File: config.mk
export PLATFORM = sky130hd
export DESIGN_NAME = occ_ctrl
export DESIGN_NICKNAME = d
export VERILOG_FILES = /design/src/rtl/occ_pkg.sv /design/src/rtl/occ_cap_calc.sv /design/src/rtl/occ_slot_store.sv /design/src/rtl/occ_alloc_pick.sv /design/src/rtl/occ_ctrl.sv
export SDC_FILE = /design/constraint.sdc
export NUM_CORES = 2
export LEC_CHECK = 0
export CELL_PAD_IN_SITES_DETAIL_PLACEMENT = 2
export CELL_PAD_IN_SITES_GLOBAL_PLACEMENT = 2
export CORE_UTILIZATION = 42
export DETAILED_ROUTE_END_ITERATION = 8
export PLACE_DENSITY_LB_ADDON = 0.3
export SLEW_MARGIN = 20
export SYNTH_ARGS = -nofsm -noshare
export SYNTH_HDL_FRONTEND = slang
export SYNTH_HIERARCHICAL = 1
export SYNTH_SLANG_ARGS = --single-unit
File: constraint.sdc
create_clock -name clk -period 19.1 [get_ports clk]
set_input_delay 2.865 -clock clk [delete_from_list [all_inputs] [get_ports clk]]
set_output_delay 2.865 -clock clk [all_outputs]
set_load 0.03 [all_outputs]
File: src/rtl/occ_pkg.sv
// Package: shared definitions for the queue occupancy controller.
package occ_pkg;
    typedef enum logic [1:0] {
        SHARE_DYNAMIC = 2'd0,
        SHARE_SPLIT   = 2'd1,
        SHARE_THRESH  = 2'd2,
        SHARE_SPARE   = 2'd3
    } share_mode_e;
endpackage

File: src/rtl/occ_cap_calc.sv
// Module: occ_cap_calc
// Computes the per-thread entry cap from the sharing mode and active mask.
// Assumes THREADS >= 1; split quotients are constants chosen by active count.
module occ_cap_calc
    import occ_pkg::*;
#(
    parameter int ENTRIES = 16,
    parameter int THREADS = 4,
    parameter int THRESH  = 6,
    localparam int CNT_W  = $clog2(ENTRIES + 1),
    localparam int ACT_W  = $clog2(THREADS + 1)
) (
    input  logic [1:0]         share_mode,
    input  logic [THREADS-1:0] active_mask,
    output logic [CNT_W-1:0]   cap
);
    localparam int THR_EFF = (THRESH > ENTRIES) ? ENTRIES : THRESH;

    logic [ACT_W-1:0]             act_cnt;
    logic [THREADS:0][CNT_W-1:0]  split_tab;
    share_mode_e                  mode;

    assign mode = share_mode_e'(share_mode);

    // Count active threads.
    always_comb begin
        act_cnt = '0;
        for (int t = 0; t < THREADS; t++)
            if (active_mask[t]) act_cnt = act_cnt + ACT_W'(1);
    end

    // Constant quotient for every possible active count.
    for (genvar k = 0; k <= THREADS; k++) begin : g_tab
        if (k == 0) begin : g_zero
            assign split_tab[k] = '0;
        end else begin : g_div
            assign split_tab[k] = CNT_W'(ENTRIES / k);
        end
    end

    // Select the cap for the current mode.
    always_comb begin
        unique case (mode)
            SHARE_SPLIT:  cap = split_tab[act_cnt];
            SHARE_THRESH: cap = CNT_W'(THR_EFF);
            default:      cap = CNT_W'(ENTRIES);
        endcase
    end


    always_comb begin
        cap_range_chk: assert (cap <= CNT_W'(ENTRIES));
    end
endmodule

File: src/rtl/occ_slot_store.sv
// Module: occ_slot_store
// Holds valid, owner thread and sequence number per slot; applies writes,
// commits (inclusive) and squashes (younger only); counts per-thread use.
// Assumes the writer only targets a free slot.
module occ_slot_store #(
    parameter int ENTRIES = 16,
    parameter int THREADS = 4,
    parameter int SEQ_W   = 16,
    localparam int CNT_W  = $clog2(ENTRIES + 1),
    localparam int TID_W  = (THREADS > 1) ? $clog2(THREADS) : 1,
    localparam int SLOT_W = (ENTRIES > 1) ? $clog2(ENTRIES) : 1
) (
    input  logic                          clk,
    input  logic                          rst_n,
    input  logic                          wr_en,
    input  logic [SLOT_W-1:0]             wr_slot,
    input  logic [TID_W-1:0]              wr_tid,
    input  logic [SEQ_W-1:0]              wr_seq,
    input  logic                          cm_v,
    input  logic [TID_W-1:0]              cm_tid,
    input  logic [SEQ_W-1:0]              cm_seq,
    input  logic                          sq_v,
    input  logic [TID_W-1:0]              sq_tid,
    input  logic [SEQ_W-1:0]              sq_seq,
    output logic [ENTRIES-1:0]            valid,
    output logic [THREADS-1:0][CNT_W-1:0] occ
);
    logic [ENTRIES-1:0]             v_q;
    logic [ENTRIES-1:0][TID_W-1:0]  tid_q;
    logic [ENTRIES-1:0][SEQ_W-1:0]  seq_q;
    logic [ENTRIES-1:0]             hit_cm;
    logic [ENTRIES-1:0]             hit_sq;

    for (genvar i = 0; i < ENTRIES; i++) begin : g_slot
        assign hit_cm[i] = v_q[i] && cm_v && (tid_q[i] == cm_tid) && (seq_q[i] <= cm_seq);
        assign hit_sq[i] = v_q[i] && sq_v && (tid_q[i] == sq_tid) && (seq_q[i] >  sq_seq);

        // Slot update: write wins, else age-based removal.
        always_ff @(posedge clk) begin
            if (!rst_n) begin
                v_q[i]   <= 1'b0;
                tid_q[i] <= '0;
                seq_q[i] <= '0;
            end else if (wr_en && (wr_slot == SLOT_W'(i))) begin
                v_q[i]   <= 1'b1;
                tid_q[i] <= wr_tid;
                seq_q[i] <= wr_seq;
            end else if (hit_cm[i] || hit_sq[i]) begin
                v_q[i]   <= 1'b0;
            end
        end


        squash_keeps_old_chk: assert property (@(posedge clk) disable iff (!rst_n)
            (v_q[i] && sq_v && (tid_q[i] == sq_tid) && (seq_q[i] <= sq_seq) && !hit_cm[i])
            |=> v_q[i]);
    end

    assign valid = v_q;

    // Per-thread occupancy counts.
    always_comb begin
        for (int t = 0; t < THREADS; t++) begin
            occ[t] = '0;
            for (int i = 0; i < ENTRIES; i++)
                if (v_q[i] && (tid_q[i] == TID_W'(t))) occ[t] = occ[t] + CNT_W'(1);
        end
    end


    no_overwrite_chk: assert property (@(posedge clk) disable iff (!rst_n)
        wr_en |-> !v_q[wr_slot]);
endmodule

File: src/rtl/occ_alloc_pick.sv
// Module: occ_alloc_pick
// Picks the lowest free slot and decides the grant for one request.
// Assumes thread_full is current for the present state.
module occ_alloc_pick #(
    parameter int ENTRIES = 16,
    parameter int THREADS = 4,
    localparam int TID_W  = (THREADS > 1) ? $clog2(THREADS) : 1,
    localparam int SLOT_W = (ENTRIES > 1) ? $clog2(ENTRIES) : 1
) (
    input  logic [ENTRIES-1:0] valid,
    input  logic               req,
    input  logic [TID_W-1:0]   tid,
    input  logic [THREADS-1:0] active_mask,
    input  logic [THREADS-1:0] thread_full,
    output logic               gnt,
    output logic [SLOT_W-1:0]  slot
);
    logic any_free;

    // Lowest-index free slot search.
    always_comb begin
        slot     = '0;
        any_free = 1'b0;
        for (int i = ENTRIES - 1; i >= 0; i--) begin
            if (!valid[i]) begin
                slot     = SLOT_W'(i);
                any_free = 1'b1;
            end
        end
    end

    // Grant when the thread is active, under its cap and a slot is free.
    assign gnt = req && active_mask[tid] && !thread_full[tid] && any_free;
endmodule

File: src/rtl/occ_ctrl.sv
// Module: occ_ctrl
// Top of the shared-queue occupancy controller: per-thread caps by sharing
// mode, allocation grant, sequence-number based commit and squash.
// Assumes sequence numbers within a thread do not wrap while resident.
module occ_ctrl
    import occ_pkg::*;
#(
    parameter int ENTRIES = 16,
    parameter int THREADS = 4,
    parameter int SEQ_W   = 16,
    parameter int THRESH  = 6,
    localparam int CNT_W  = $clog2(ENTRIES + 1),
    localparam int TID_W  = (THREADS > 1) ? $clog2(THREADS) : 1,
    localparam int SLOT_W = (ENTRIES > 1) ? $clog2(ENTRIES) : 1
) (
    input  logic                          clk,
    input  logic                          rst_n,
    input  logic [1:0]                    share_mode,
    input  logic [THREADS-1:0]            active_mask,
    input  logic                          alloc_req,
    input  logic [TID_W-1:0]              alloc_tid,
    input  logic [SEQ_W-1:0]              alloc_seq,
    input  logic                          commit_valid,
    input  logic [TID_W-1:0]              commit_tid,
    input  logic [SEQ_W-1:0]              commit_seq,
    input  logic                          squash_valid,
    input  logic [TID_W-1:0]              squash_tid,
    input  logic [SEQ_W-1:0]              squash_seq,
    output logic                          alloc_gnt,
    output logic [SLOT_W-1:0]             alloc_slot,
    output logic [ENTRIES-1:0]            entry_valid,
    output logic [THREADS-1:0][CNT_W-1:0] thread_count,
    output logic [CNT_W-1:0]              free_count,
    output logic [CNT_W-1:0]              thread_cap,
    output logic                          queue_full,
    output logic [THREADS-1:0]            thread_full,
    output logic                          drained
);
    logic [CNT_W:0] occ_sum;

    occ_cap_calc #(.ENTRIES(ENTRIES), .THREADS(THREADS), .THRESH(THRESH)) u_cap (
        .share_mode  (share_mode),
        .active_mask (active_mask),
        .cap         (thread_cap)
    );

    occ_slot_store #(.ENTRIES(ENTRIES), .THREADS(THREADS), .SEQ_W(SEQ_W)) u_store (
        .clk     (clk),
        .rst_n   (rst_n),
        .wr_en   (alloc_gnt),
        .wr_slot (alloc_slot),
        .wr_tid  (alloc_tid),
        .wr_seq  (alloc_seq),
        .cm_v    (commit_valid),
        .cm_tid  (commit_tid),
        .cm_seq  (commit_seq),
        .sq_v    (squash_valid),
        .sq_tid  (squash_tid),
        .sq_seq  (squash_seq),
        .valid   (entry_valid),
        .occ     (thread_count)
    );

    // Per-thread full flags against the common cap.
    for (genvar t = 0; t < THREADS; t++) begin : g_full
        assign thread_full[t] = (thread_count[t] >= thread_cap);
    end

    occ_alloc_pick #(.ENTRIES(ENTRIES), .THREADS(THREADS)) u_pick (
        .valid       (entry_valid),
        .req         (alloc_req),
        .tid         (alloc_tid),
        .active_mask (active_mask),
        .thread_full (thread_full),
        .gnt         (alloc_gnt),
        .slot        (alloc_slot)
    );

    // Global free count and status flags.
    assign free_count = CNT_W'(ENTRIES) - CNT_W'($countones(entry_valid));
    assign queue_full = (free_count == '0);
    assign drained    = (entry_valid == '0);

    // Sum of per-thread counts, used only by the occupancy check.
    always_comb begin
        occ_sum = '0;
        for (int t = 0; t < THREADS; t++) occ_sum = occ_sum + (CNT_W+1)'(thread_count[t]);
    end


    occ_balance_chk: assert property (@(posedge clk) disable iff (!rst_n)
        (occ_sum + (CNT_W+1)'(free_count)) == (CNT_W+1)'(ENTRIES));


    full_blocks_gnt_chk: assert property (@(posedge clk) disable iff (!rst_n)
        queue_full |-> !alloc_gnt);


    cap_blocks_gnt_chk: assert property (@(posedge clk) disable iff (!rst_n)
        thread_full[alloc_tid] |-> !alloc_gnt);


    gnt_lands_chk: assert property (@(posedge clk) disable iff (!rst_n)
        alloc_gnt |=> entry_valid[$past(alloc_slot)]);


    drained_empty_chk: assert property (@(posedge clk) disable iff (!rst_n)
        drained |-> (thread_count == '0));
endmodule

Word-level counts from Yosys, hierarchy flattened
Memory sizes are Yosys's and may differ from the RTL's.
Index checks and enable logic that the tools add are counted.
W data, S select, Z words.
{ "op_classes": {"eq_ne": 97, "n_mux": 138, "addsub": 79, "n_lt_le_gt_ge": 38, "reduce_logical": 231} }
{ "op_table": {"columns": ["op", "count"], "rows": [
  ["$mux W5", 61],
  ["$add A5 B1 Y5 const B", 56],
  ["$gt A16 B16 Y1", 16],
  ["$le A16 B16 Y1", 16],
  ["$logic_and A1 B1 Y1", 179],
  ["$eq A2 B2 Y1 const B", 33],
  ["$eq A2 B2 Y1", 32],
  ["$mux W4", 16],
  ["$mux W1", 55],
  ["$eq A2 B1 Y1 const B", 17],
  ["$eq A4 B4 Y1 const B", 8],
  ["$logic_not A2 Y1", 16],
  ["$reduce_bool A2 Y1", 16],
  ["$ge A5 B5 Y1", 4],
  ["$add A1 B1 Y2", 8],
  ["$eq A4 B3 Y1 const B", 4],
  ["$logic_not A16 Y1", 1],
  ["$logic_or A1 B1 Y1", 16],
  ["$add A2 B2 Y3", 4],
  ["$add A1 B1 Y2 const B", 5],
  ["$pmux W5 S2", 1],
  ["$mux W3", 3],
  ["$add A3 B3 Y4", 2],
  ["$eq A4 B2 Y1 const B", 2],
  ["other kinds (10)", 12]
]} }
{ "word_totals": {"mem_count": 1, "output_inout_bits": 57, "wordCells": 632, "rom_bits": 40, "inputBits": 65, "reg_bits": 304} }
{ "memory_table": {"columns": ["name", "words", "width", "rd", "rd_clocked_by_memory_dff", "write_ports", "line", "text"], "rows": [
  ["(no name shown)", 8, 5, 1, 0, 0, "occ_cap_calc.sv:44", "SHARE_SPLIT: cap = split_tab[act_cnt];"]
]} }

Longest topological paths before layout
{ "logic_depth": {"word_depth": 41, "depth_mapped": 61} }

By module
Netlist, hierarchy kept.
{ "modules_own_cells": {"columns": ["mod", "seq_area_each_um2", "cells_each", "area_each_um2", "n_inst"], "rows": [
  ["occ_slot_store", 6085.8, 3901, 31306.3, 1],
  ["occ_ctrl", 0.0, 107, 925.9, 1],
  ["occ_alloc_pick", 0.0, 42, 225.2, 1],
  ["occ_cap_calc", 0.0, 31, 215.2, 1]
]} }

Worst setup path before layout
OpenSTA, ideal clock, no wires.
{ "synth_path": {"path_kind": "register to output", "start": "reg u_store.v_q[1] (netlist: u_store/valid[1])", "end": "out alloc_gnt", "n_path_buf": 0, "t_required_ns": 16.235, "path_stages_with_launch": 51, "t_arrival_ns": 10.150, "setup_slack_ns": 6.085, "path_cell_list": "dfxtp_1 -> nand2_1 -> or2_2 -> inv_1 -> ha_1 -> inv_1 -> xnor3_2 -> ha_1 -> nor2_1 -> a31oi_1 -> xor2_1 -> nand2_1 -> nand2_1 -> ha_1 -> nand2_1 -> o21ai_0 -> a21oi_1 -> xnor2_1 -> (+15 left out) -> o22ai_1 -> xnor2_1 -> mux2_2 -> ha_1 -> o22ai_1 -> inv_1 -> ha_1 -> and2_1 -> o21ba_2 -> a31oi_1 -> mux2i_1 -> xnor2_1 -> ha_1 -> a21oi_1 -> o21ai_0 -> o32ai_1 -> o21ai_0 -> nor2_1"} }
{ "synth_lines": {"columns": ["item", "line", "text"], "rows": [
  ["start: declaration", "occ_slot_store.sv:28", "logic [ENTRIES-1:0] v_q;"],
  ["start signal: indexed assignment", "occ_slot_store.sv:41", "v_q[i] <= 1'b0;"],
  ["start signal: indexed assignment", "occ_slot_store.sv:45", "v_q[i] <= 1'b1;"],
  ["start signal: indexed assignment", "occ_slot_store.sv:49", "v_q[i] <= 1'b0;"],
  ["end: declaration", "occ_ctrl.sv:29", "output logic alloc_gnt,"]
]} }

Worst setup path in the final report
{ "layout_path": {"start": "reg u_store.v_q[1] (netlist: u_store/valid[1])", "end": "out alloc_gnt"} }
{ "layout_via": {"elab_chain_len": 36} }
{ "layout_rtl": {"columns": ["item", "line", "text"], "rows": [
  ["$logic_and A1 B1 Y1", "occ_slot_store.sv:66", "if (v_q[i] && (tid_q[i] == TID_W'(t))) occ[t] = occ[t] + CNT_W'(1);"],
  ["$mux W5", "occ_slot_store.sv:66", null],
  ["$add A5 B1 Y5", "occ_slot_store.sv:66", null],
  ["$mux W5", "occ_slot_store.sv:66", null],
  ["$add A5 B1 Y5", "occ_slot_store.sv:66", null],
  ["$mux W5", "occ_slot_store.sv:66", null],
  ["$add A5 B1 Y5", "occ_slot_store.sv:66", null],
  ["$mux W5", "occ_slot_store.sv:66", null],
  ["(+20 left out)", null, null],
  ["$add A5 B1 Y5", "occ_slot_store.sv:66", null],
  ["$mux W5", "occ_slot_store.sv:66", null],
  ["$ge A5 B5 Y1", "occ_ctrl.sv:66", "assign thread_full[t] = (thread_count[t] >= thread_cap);"],
  ["$bmux W1 S2", "occ_alloc_pick.sv:33", "assign gnt = req && active_mask[tid] && !thread_full[tid] && any_free;"],
  ["$mux W1 (implied by the code)", "occ_alloc_pick.sv:33", null],
  ["$logic_not A1 Y1", "occ_alloc_pick.sv:33", null],
  ["$logic_and A1 B1 Y1", "occ_alloc_pick.sv:33", null],
  ["$logic_and A1 B1 Y1 (*)", "occ_alloc_pick.sv:33", null]
]} }
Mark *: on every way between the ends. The rest lies on a longest branch, timed or not. The select of a mux whose other input is x is not followed.

==> impl_metrics.csv <==
group,metric,value,unit
power_and_ir_drop,power.density,48.4,nW/um^2
place,place_area,35000,sq um
drt,drt-initial-drc-count,2577,
synth,postSynthRegisterBits,304,
finish,final-seq-area,6090,sq um
drt,vias_after_detailed_routing,34500,
synth,synth-xor-area-share,9.68,%
clock_tree,cts_num_sinks,304,
finish,syn2layout_area_growth,11.0,%
clock_tree,clock-root-buffer,"clkbuf_16",
floorplan,fp-row-count,101,
synth,syn-num-nets,4774,
clock_tree,clock_insertion_delay_worst_skew,0.61,ns
synth,yosys.area_share.adder,24.3,%
clock_tree,cts_max_path_buffers,3,
timing,final_layout_setup_total_negative_slack,0,ns
clock_tree,number_of_buffers_inserted_to_repair_setup_after_cts,0,
job,max_cap_violations,0,
place,numPlacedInstances,5111,
synth,post_synth_inst_count,4081,
power_and_ir_drop,vdd.ir_drop.worst,0.0709,mV
global_routing,first_global_vias,38600,
floorplan,start_util,42.7,%
finish,final-instance-count-excl-fill,5184,
setup_path,path_buf_inv,3,
timing,count_of_pins_over_their_slew_limit,0,
timing,fin_crit,15.59,ns
synth,synth.top_cells.by_area,"ha_1, dfxtp_1, nand2_1, a21boi_0, xnor2_1",
synth,asyncSetResetFlopFracSynth,0,%
clock_tree,cts.hold.buffers_added,0,
drt,drt-pass1-iter-count,6,
timing,final_report_setup_violation_count,0,
place,place.gp.congestion,0.907,
setup_path,critPathKind,"register to primary output",
drt,drc,0,
timing,post-route-period-util,81.6,%
clock_tree,clock_tree.htree_level_count,2,
floorplan,die-area,78900,sq um
power_and_ir_drop,leakagePower,15.7,nW
setup_path,critPathCaptureType,"primary output",
timing,grt_setup_unrepaired,"false",
drt,routed_wirelength,167000,um
synth,avgSynthCellArea,8.01,sq um
timing,slew_headroom,21.2,%
floorplan,fp.dieH,281,um
timing,clock.fmax,64.1,MHz
synth,yosys_most_used_dff,"dfxtp_1",
run_status,status,"finished, final reports clean",
global_routing,track_usage,41.7,%
synth,post_synth_mux_area_share,1.15,%
synth,synth_area_leader_cell,"ha_1",
clock_tree,clk_slew_on_worst_s_h_paths,0.06,ns
synth,mappedNetlistArea,32700,sq um
finish,drive_gt1_share,6.39,%
synth,synthDistinctLibCells,94,
drt,final_antenna_net_count,0,
finish,fill_cells,8494,
global_routing,total_congestion_overflow,0,
timing,finClkSkew,0.0371,ns
finish,num-nets-final,4815,
timing,worst-slew-pin-transition,1.18,ns
floorplan,top_level_ports,122,
synth,post-synth-top-area-fraction,23.6,%
synth,synth_sequential_area_ratio,18.6,%
drt,average_wire_per_standard_cell,32.3,um
finish,multi_input_comb_area,25300,sq um
synth,yosys.area_share.simple,22.3,%
place,place.port_buffers,121,
setup_path,worst_path_largest_cell_delay,0.94,ns
setup_path,critical-path-slowest-cell,"clkdlybuf4s50_1",
finish,fin_area,36300,sq um
drt,viasPerCell,6.66,
setup_path,cp_max_fo,10,
global_routing,antenna_violations_before_repair,13,
setup_path,most_frequent_cp_cell,"ha_1",
synth,synth_compound_gate_area_share,19.9,%
timing,report.final.hold_viol_count,0,
synth,synth_enable_flop_cells,0,
setup_path,worst_path_dominant_cell_family,"compound AO/OA/AOI/OAI gates",
synth,synth.yosys.warnings,6,
setup_path,cp_data_required_time,16.23,ns
place,dp_hpwl,101000,um
clock_tree,cts_tree,"done",
floorplan,fp.coreArea,76500,sq um
setup_path,worstSetupStartpointType,"register",
clock_tree,numCtsBuffers,39,
finish,post-route-util,47.4,%
timing,fin_hold_ws,0.476,ns
synth,synth_top_family_by_area,"adder cells",
global_routing,grt_max_degree,111,
global_routing,grt_pass1_wl,247000,um
floorplan,die_width,281,um
setup_path,cp.arrival,12.73,ns
clock_tree,ctsResizeCount,0,
min_path,hold_class,"register to register",
[final cells by class]
class                      instances  area share [%]
multi-input combinational       3433            69.8
sequential                       304            16.8
timing repair buffer             199            4.76
tap                             1030            3.55
clock buffer                      60            3.38
inverter                         145            1.50
clock inverter                     9           0.183
antenna                            4          0.0276
[metrics by stage]
step	power [mW]	worst slack, ns
floorplan	0.821	6.09
global placement	0.942	5.26
detailed placement	0.958	4.69
CTS	1.75	3.58
global route	1.79	2.93
finish	1.76	3.51
[where the power goes]
part / leakage (nW) / internal, mW / switching (mW)
clock network: 0.642 / 0.442 / 0.342
logic: 12.6 / 0.107 / 0.224
registers: 2.45 / 0.637 / 0.00468
total: 15.7 / 1.19 / 0.570
[layer usage]
layer | wire length [um] | global-route usage [%] | share of wire (%)
met1 | 63000 | 46.6 | 38
met2 | 75300 | 67.5 | 45
met3 | 15000 | 11.2 | 9.0
met4 | 13900 | 31.7 | 8.3
met5 | 115 | 0 | 0.069
[worst register-to-register path: cells and delay by family (launching register included)]
kind	cells	cell delay [ns]
buffers and inverters	2	0.23
muxes	1	0.31
AOI/OAI and AO/OA	18	4.24
DFF	1	0.52
and+or+nand+nor	13	3.65
xor gates and xnor gates	8	1.83
adders and majority gates	9	2.52
[layout by cell type (no fill, tap or decap), types with 11 or more instances in the layout]
| cell type | synthesis | routed |
|---|---|---|
| clkbuf_8 | 0 | 15 |
| nand2_1 | 738 | 738 |
| a31oi_1 | 19 | 19 |
| o21a_1 | 54 | 54 |
| nor3_1 | 42 | 38 |
| or2_2 | 25 | 25 |
| a21oi_1 | 184 | 184 |
| a211oi_1 | 15 | 15 |
| nor3b_1 | 20 | 19 |
| nand4b_1 | 15 | 15 |
| buf_4 | 2 | 78 |
| nand4_1 | 140 | 140 |
| mux2_2 | 12 | 12 |
| o221ai_1 | 18 | 18 |
| nand3_1 | 98 | 97 |
| o21ai_0 | 144 | 144 |
| a21boi_0 | 320 | 320 |
| a21o_1 | 91 | 91 |
| nand2b_1 | 67 | 67 |
| nor4_1 | 12 | 12 |
| mux2i_1 | 24 | 24 |
| xor2_1 | 53 | 53 |
| o22ai_1 | 28 | 28 |
| and3b_1 | 20 | 20 |
| xnor2_1 | 208 | 208 |
| clkdlybuf4s50_1 | 0 | 106 |
| ha_1 | 617 | 617 |
| inv_1 | 142 | 142 |
| buf_2 | 19 | 14 |
| clkbuf_16 | 0 | 40 |
| and3_1 | 26 | 26 |
| nand3b_1 | 20 | 20 |
| nor2b_1 | 67 | 67 |
| o31ai_1 | 11 | 11 |
| dfxtp_1 | 304 | 304 |
| fa_1 | 11 | 11 |
| nor2_1 | 157 | 152 |
[logic make-up after synthesis]
kind of cell / after synthesis
AOI/OAI and AO/OA: 965
and+or+nand+nor: 1503
buffers and inverters: 344
adders and majority gates: 628
muxes: 36
DFF: 304
xor gates and xnor gates: 301
[sequential cells by signal, summed over array words and instances (netlist names)]
name and count:
u_store/seq_q 256, u_store/tid_q 32, u_store/valid 16
[cell usage after synthesis (91+ instances only)]
cell type  count
a21boi_0     320
a21o_1        91
a21oi_1      184
clkbuf_1     159
dfxtp_1      304
ha_1         617
inv_1        142
nand2_1      738
nand3_1       98
nand4_1      140
nor2_1       157
o21ai_0      144
xnor2_1      208
[path summary, 6_finish.rpt]
path	from	to	slack, ns	cells after the start
worst max-delay path	u_store/valid[1]$_SDFFE_PN0P_	alloc_gnt	3.51	48
worst min-delay path	u_store/seq_q[96]$_SDFFE_PN0P_	u_store/seq_q[96]$_SDFFE_PN0P_	0.48	2
worst max register to register	u_store/valid[1]$_SDFFE_PN0P_	u_store/tid_q[0]$_SDFFE_PN0P_	5.66	51
worst min register to register	u_store/seq_q[96]$_SDFFE_PN0P_	u_store/seq_q[96]$_SDFFE_PN0P_	0.48	2
Power figures use the tool's default switching activity.
